==> src/rtl/shsub_pkg.sv <==
package shsub_pkg;

  // Strobes from the sequencer to the arithmetic datapath.
  typedef struct packed {
    logic opFire;    // perform one subtraction at this edge
    logic lastIter;  // this edge performs the final iteration
  } ctrlStrobes_t;

endpackage

==> src/rtl/shsub_ctrl.sv <==
module shsub_ctrl
  import shsub_pkg::*;
#(
  parameter int REP_W = 8
) (
  input  logic             clk,
  input  logic             rst,
  input  logic             startIn,
  input  logic [REP_W-1:0] repeatCount,
  output ctrlStrobes_t     strobes,
  output logic             busy,
  output logic             done
);

  logic [REP_W-1:0] remainingQ;
  logic             acceptStart;

  assign busy        = (remainingQ != '0);
  assign acceptStart = startIn && !busy;

  always_comb begin
    strobes.opFire   = acceptStart || busy;
    strobes.lastIter = acceptStart ? (repeatCount == '0)
                                   : (busy && (remainingQ == REP_W'(1)));
  end

  always_ff @(posedge clk) begin
    if (rst) begin
      remainingQ <= '0;
      done       <= 1'b0;
    end else begin
      if (acceptStart)
        remainingQ <= repeatCount;
      else if (busy)
        remainingQ <= remainingQ - REP_W'(1);
      done <= strobes.opFire && strobes.lastIter;
    end
  end

  // when the sequence ends, the final result is being flagged.
  assert_done_at_end_R9: assert property (@(posedge clk) disable iff (rst)
    $fell(busy) |-> done);

  // done never overlaps remaining iterations.
  assert_done_idle_R9: assert property (@(posedge clk) disable iff (rst)
    done |-> !busy);

  // a strobe while busy only lets the countdown continue.
  assert_start_ignored_R10: assert property (@(posedge clk) disable iff (rst)
    (busy && startIn) |=> (remainingQ == $past(remainingQ) - REP_W'(1)));

endmodule

==> src/rtl/shsub_datapath.sv <==
module shsub_datapath
  import shsub_pkg::*;
#(
  parameter int ACC_W      = 32,
  parameter int OPND_W     = 16,
  parameter int REG_W      = 16,
  parameter int SHIFT_BITS = 4,
  parameter int OVC_W      = 6
) (
  input  logic              clk,
  input  logic              rst,
  input  ctrlStrobes_t      strobes,
  input  logic [OPND_W-1:0] operandIn,
  input  logic [REG_W-1:0]  shiftRegIn,
  input  logic              signExtMode,
  input  logic              satMode,
  output logic [ACC_W-1:0]  accOut,
  output logic              zFlag,
  output logic              nFlag,
  output logic              cFlag,
  output logic              vFlag,
  output logic [OVC_W-1:0]  ovCount
);

  localparam logic [ACC_W-1:0] SAT_POS = {1'b0, {(ACC_W-1){1'b1}}};
  localparam logic [ACC_W-1:0] SAT_NEG = {1'b1, {(ACC_W-1){1'b0}}};
  localparam logic [OVC_W-1:0] OVC_ONE = {{(OVC_W-1){1'b0}}, 1'b1};

  logic [SHIFT_BITS-1:0] shiftAmt;
  logic [ACC_W-1:0]      extended;
  logic [ACC_W-1:0]      shifted;
  logic [ACC_W:0]        diffWide;
  logic [ACC_W-1:0]      rawDiff;
  logic [ACC_W-1:0]      resultNext;
  logic                  posOv;
  logic                  negOv;
  logic                  unusedShiftHigh;

  assign shiftAmt        = shiftRegIn[SHIFT_BITS-1:0];
  assign unusedShiftHigh = ^shiftRegIn[REG_W-1:SHIFT_BITS];

  // Widening: low part is the operand, each upper bit is the fill bit.
  assign extended[OPND_W-1:0] = operandIn;
  for (genvar gi = OPND_W; gi < ACC_W; gi++) begin : gFill
    assign extended[gi] = signExtMode & operandIn[OPND_W-1];
  end

  assign shifted  = extended << shiftAmt;
  assign diffWide = {1'b0, accOut} - {1'b0, shifted};
  assign rawDiff  = diffWide[ACC_W-1:0];

  // Signed overflow: operands of opposite sign and result sign flipped.
  assign posOv = !accOut[ACC_W-1] &&  shifted[ACC_W-1] &&  rawDiff[ACC_W-1];
  assign negOv =  accOut[ACC_W-1] && !shifted[ACC_W-1] && !rawDiff[ACC_W-1];

  always_comb begin
    resultNext = rawDiff;
    if (satMode && posOv) resultNext = SAT_POS;
    if (satMode && negOv) resultNext = SAT_NEG;
  end

  always_ff @(posedge clk) begin
    if (rst) begin
      accOut  <= '0;
      zFlag   <= 1'b0;
      nFlag   <= 1'b0;
      cFlag   <= 1'b0;
      vFlag   <= 1'b0;
      ovCount <= '0;
    end else if (strobes.opFire) begin
      accOut <= resultNext;
      zFlag  <= (resultNext == '0);
      nFlag  <= resultNext[ACC_W-1];
      cFlag  <= !diffWide[ACC_W];
      if (posOv || negOv) vFlag <= 1'b1;
      if (!satMode) begin
        if (posOv)      ovCount <= ovCount + OVC_ONE;
        else if (negOv) ovCount <= ovCount - OVC_ONE;
      end
    end
  end

  // flags agree with the registered accumulator after an iteration.
  assert_flags_track_R4: assert property (@(posedge clk) disable iff (rst)
    strobes.opFire |=> ((zFlag == (accOut == '0)) && (nFlag == accOut[ACC_W-1])));

  // the overflow flag never falls outside reset.
  assert_v_sticky_R6: assert property (@(posedge clk) disable iff (rst)
    vFlag |=> vFlag);

  // saturation mode freezes the counter.
  assert_sat_count_frozen_R8: assert property (@(posedge clk) disable iff (rst)
    (strobes.opFire && satMode) |=> $stable(ovCount));

  // without an iteration the arithmetic state holds.
  assert_idle_hold_R9: assert property (@(posedge clk) disable iff (rst)
    !strobes.opFire |=> ($stable(accOut) && $stable(ovCount) && $stable(cFlag)));

endmodule

==> src/rtl/shsub_unit.sv <==
module shsub_unit
  import shsub_pkg::*;
#(
  parameter int ACC_W      = 32,
  parameter int OPND_W     = 16,
  parameter int REG_W      = 16,
  parameter int SHIFT_BITS = 4,
  parameter int OVC_W      = 6,
  parameter int REP_W      = 8
) (
  input  logic              clk,
  input  logic              rst,
  input  logic              startIn,
  input  logic [OPND_W-1:0] operandIn,
  input  logic [REG_W-1:0]  shiftRegIn,
  input  logic              signExtMode,
  input  logic              satMode,
  input  logic [REP_W-1:0]  repeatCount,
  output logic [ACC_W-1:0]  accOut,
  output logic              zFlag,
  output logic              nFlag,
  output logic              cFlag,
  output logic              vFlag,
  output logic [OVC_W-1:0]  ovCount,
  output logic              busy,
  output logic              done
);

  ctrlStrobes_t strobes;

  shsub_ctrl #(.REP_W(REP_W)) u_ctrl (
    .clk         (clk),
    .rst         (rst),
    .startIn     (startIn),
    .repeatCount (repeatCount),
    .strobes     (strobes),
    .busy        (busy),
    .done        (done)
  );

  shsub_datapath #(
    .ACC_W      (ACC_W),
    .OPND_W     (OPND_W),
    .REG_W      (REG_W),
    .SHIFT_BITS (SHIFT_BITS),
    .OVC_W      (OVC_W)
  ) u_datapath (
    .clk         (clk),
    .rst         (rst),
    .strobes     (strobes),
    .operandIn   (operandIn),
    .shiftRegIn  (shiftRegIn),
    .signExtMode (signExtMode),
    .satMode     (satMode),
    .accOut      (accOut),
    .zFlag       (zFlag),
    .nFlag       (nFlag),
    .cFlag       (cFlag),
    .vFlag       (vFlag),
    .ovCount     (ovCount)
  );

endmodule

==> config.mk <==
export PLATFORM = sky130hd
export DESIGN_NAME = shsub_unit
export DESIGN_NICKNAME = d
export VERILOG_FILES = /design/src/rtl/shsub_pkg.sv /design/src/rtl/shsub_ctrl.sv /design/src/rtl/shsub_datapath.sv /design/src/rtl/shsub_unit.sv
export SDC_FILE = /design/constraint.sdc
export NUM_CORES = 1
export LEC_CHECK = 0
export ABC_AREA = 1
export BUFFER_PORTS_ARGS = -buffer_cell sky130_fd_sc_hd__buf_4
export CAP_MARGIN = 20
export CORE_MARGIN = 5
export CORE_UTILIZATION = 45
export CTS_BUF_LIST = sky130_fd_sc_hd__clkbuf_8
export DETAILED_ROUTE_END_ITERATION = 8
export GPL_ROUTABILITY_DRIVEN = 0
export PLACE_DENSITY = 0.66
export SYNTH_ARGS = -nofsm -noshare
export SYNTH_HDL_FRONTEND = slang
export SYNTH_SLANG_ARGS = --single-unit
==> constraint.sdc <==
create_clock -name clk -period 11.9 [get_ports clk]
set_input_delay 1.19 -clock clk [delete_from_list [all_inputs] [get_ports clk]]
set_output_delay 1.19 -clock clk [all_outputs]
set_load 0.05 [all_outputs]
==> results.py <==
metrics = {
    "status": {
        "result_of_the_run": "complete, no violations",
    },
    "synthesis": {
        "postSynthRegisterBits": 50,
        "yosysMostFrequentCell": "nand2_1",
        "synth_warnings": 0,
        "area_share_of_the_largest_cell_type_after_synthesis": 0.207,
        "synthFlopType": "dfxtp_1",
        "sequential_to_total_area_share_from_yosys_stat": 0.187,
        "synth_area_leaders": "nand2_1, dfxtp_1, o21ai_0, ha_1, inv_1",
        "synthArstFlopShare": 0,
        "synth_top_cells_by_count": "nand2_1, o21ai_0, inv_1",
        "mappedNetlistNets": 984,
        "synth_edf_count": 0,
        "synth.largest_area_cell": "nand2_1",
        "average_size_of_a_mapped_cell_sq_um": 5.94,
        "synth_cells": 900,
        "synth.distinct_cells": 45,
        "netlist_area_sq_um": 5350,
    },
    "worst_hold_path": {
        "min_delay_worst_endpoint": "u_datapath.zFlag",
        "worstHoldStart": "u_datapath.zFlag",
        "timing.hold.worst_path_depth": 2,
        "holdCritPathClass": "register to register",
    },
    "placed_design": {
        "dpl.hpwl_microns": 13400,
        "place_area_sq_um": 5980,
        "portBuffers": 76,
        "placed_cells_incl_taps": 1093,
        "detailedPlace.worstSlack_ns": 6.60,
    },
    "global_routing": {
        "grt_max_degree": 36,
        "grt_first_pass_wirelength_microns": 27400,
        "grt_use_total": 0.234,
        "number_of_antenna_violations_at_the_first_check_in_global_routing": 0,
        "grt_pass1_vias": 5534,
        "grt.overflow.total": 0,
    },
    "floorplan": {
        "die_height_microns": 119,
        "floorplan.initialDensity": 0.465,
        "die_width_microns": 119,
        "core_region_sq_um": 11500,
        "top_level_ports": 89,
        "rows": 39,
        "die-area_sq_um": 14200,
    },
    "sta": {
        "grt_setup_unrepaired": "no",
        "finalCritPeriodShare": 0.416,
        "tns_ns": 0,
        "skew_ns": 0.0108,
        "hold_ws_ns": 0.461,
        "setup_violations": 0,
        "post-route-min-period_ns": 4.95,
        "max_freq_mhz": 202,
        "post-route-worst-setup-slack_ns": 6.95,
        "slew_headroom": 0.426,
        "final-hold-violation-count": 0,
        "slew_viol_final": 0,
        "tightestPinTransition_ns": 0.860,
    },
    "clock_tree": {
        "cts_buffer_depth": 2,
        "skew_pair_late_insertion_delay_ns": 0.34,
        "post_cts.resized_instances": 0,
        "clk_sinks": 50,
        "cts.clk_slew.worst_paths_ns": 0.11,
        "cts-hold-fix-buffers": 0,
        "cts_root_buf": "clkbuf_8",
        "cts-buffers-inserted": 5,
        "post_cts_buffers": 0,
        "cts_htree_levels": 2,
        "tritoncts": "yes",
    },
    "cells_and_area": {
        "layout.cells.non_filler": 1101,
        "fillers": 1242,
        "n_antenna_cell": 0,
        "drive_above_1_share": 0.132,
        "areaGrowthSynthToFinish_pct": 13.5,
        "postLayoutCellArea_sq_um": 6070,
        "finish.utilization": 0.527,
        "finish.net_count": 1041,
    },
    "drt": {
        "drt_pre_antenna_iters": 6,
        "postRouteAntennaNets": 0,
        "wl_per_cell_microns": 14.9,
        "drt_iter0_drc": 413,
        "route.vias.total": 5888,
        "detail_route.drc_violations": 0,
        "routed_via_density": 5.35,
        "final_routed_wirelength_across_all_metal_layers_microns": 16400,
    },
    "worst_setup_path": {
        "cp_max_fo": 34,
        "critical_path_class": "primary input to register",
        "reg2reg_setup_slack_ns": 8.76,
        "regToRegStartpoint": "u_datapath.accOut[18]",
        "critical_path_arrival_ns": 5.25,
        "worstSetupEndpointType": "register",
        "critical_path_required_ns": 12.19,
        "rr_worst_depth": 16,
        "reg2reg_to": "u_datapath.zFlag",
        "critical_path.startpoint_type": "primary input",
    },
    "power_and_ir_drop": {
        "fin_total_pwr_mw": 1.68,
        "vdd.ir_drop.worst_uv": 172,
        "cellPowerDensity_nw_per_um2": 276,
        "cellLeakagePower_nw": 3.18,
    },
    "run": {
        "drv.max_cap_violation_count": 0,
    },
}
## layout by cell type (no fill, tap or decap), types with 13 or more instances in the layout
cell type / instances
nand4_1: 13
inv_1: 92
nor2_1: 72
nand3_1: 36
o21ai_0: 97
ha_1: 38
buf_4: 77
xnor2_1: 13
nand2_1: 295
a21oi_1: 46
dfxtp_1: 50
## critical path: stages
cell	delay, ns
buf_4	0.17
inv_1	0.32
nand2_1	0.09
nand2_1	0.10
nor2_1	0.05
a31oi_1	0.22
nand2_1	0.07
o21ai_0	0.11
o21ai_0	0.25
ha_1	0.44
nand2_1	0.15
nor2_4	0.13
inv_2	0.05
nor2_2	0.08
nand2_2	0.07
nand2_4	0.09
nand2_4	0.07
nand2_2	0.07
nand2_1	0.06
nand2_2	0.11
nand3_4	0.36
nand2_1	0.22
nand2_1	0.07
nor2_1	0.17
nand2_1	0.09
nor2_1	0.22
nand4_1	0.14
nand2_1	0.07
## area by class of cell
type / count / area (sq um) / share of cell area
Multi-Input combinational cell: 724 / 3850 / 0.633
Tap cell: 143 / 179 / 0.0295
Timing Repair Buffer: 77 / 578 / 0.0952
Clock inverter: 3 / 28.8 / 0.00474
Inverter: 99 / 372 / 0.0612
Sequential cell: 50 / 1000 / 0.165
Clock buffer: 5 / 68.8 / 0.0113
## registers in the layout, indices dropped and copies added (netlist names)
signal              flops
u_datapath.cFlag        1
u_datapath.accOut      32
u_datapath.ovCount      6
u_ctrl.done             1
u_datapath.zFlag        1
u_datapath.vFlag        1
u_ctrl.remainingQ       8
## metal layers
metal,track usage,up-vias,part of all wire
met3,0.0469,26,0.066
met4,0.0753,0,0.027
met5,0,-,0
met1,0.321,2602,0.47
li1,-,3065,-
met2,0.370,195,0.44
## power breakdown
group	internal, mW	switching (mW)
sequential	0.234	0.0607
combinational	0.419	0.847
clock	0.0439	0.0744
total	0.697	0.982
## how the worst max path moves through the flow
stage,startpoint,end,slack (ns)
2_1_floorplan,shiftRegIn[0],u_datapath.ovCount[4],7.27
3_3_place_gp,shiftRegIn[1],u_datapath.zFlag,6.60
3_5_place_dp,shiftRegIn[1],u_datapath.zFlag,6.60
4_1_cts,shiftRegIn[1],u_datapath.zFlag,6.96
5_1_grt,shiftRegIn[0],u_datapath.zFlag,6.45
6_report,shiftRegIn[0],u_datapath.zFlag,6.95
## kinds of logic after synthesis
| logic type | synth area share |
|---|---|
| simple gates | 0.373 |
| buf+inv | 0.0942 |
| compound gates | 0.195 |
| mux | 0.0168 |
| flops | 0.187 |
| fa+ha+maj | 0.0926 |
| xor+xnor | 0.0409 |
(Power assumes the default switching activity.)
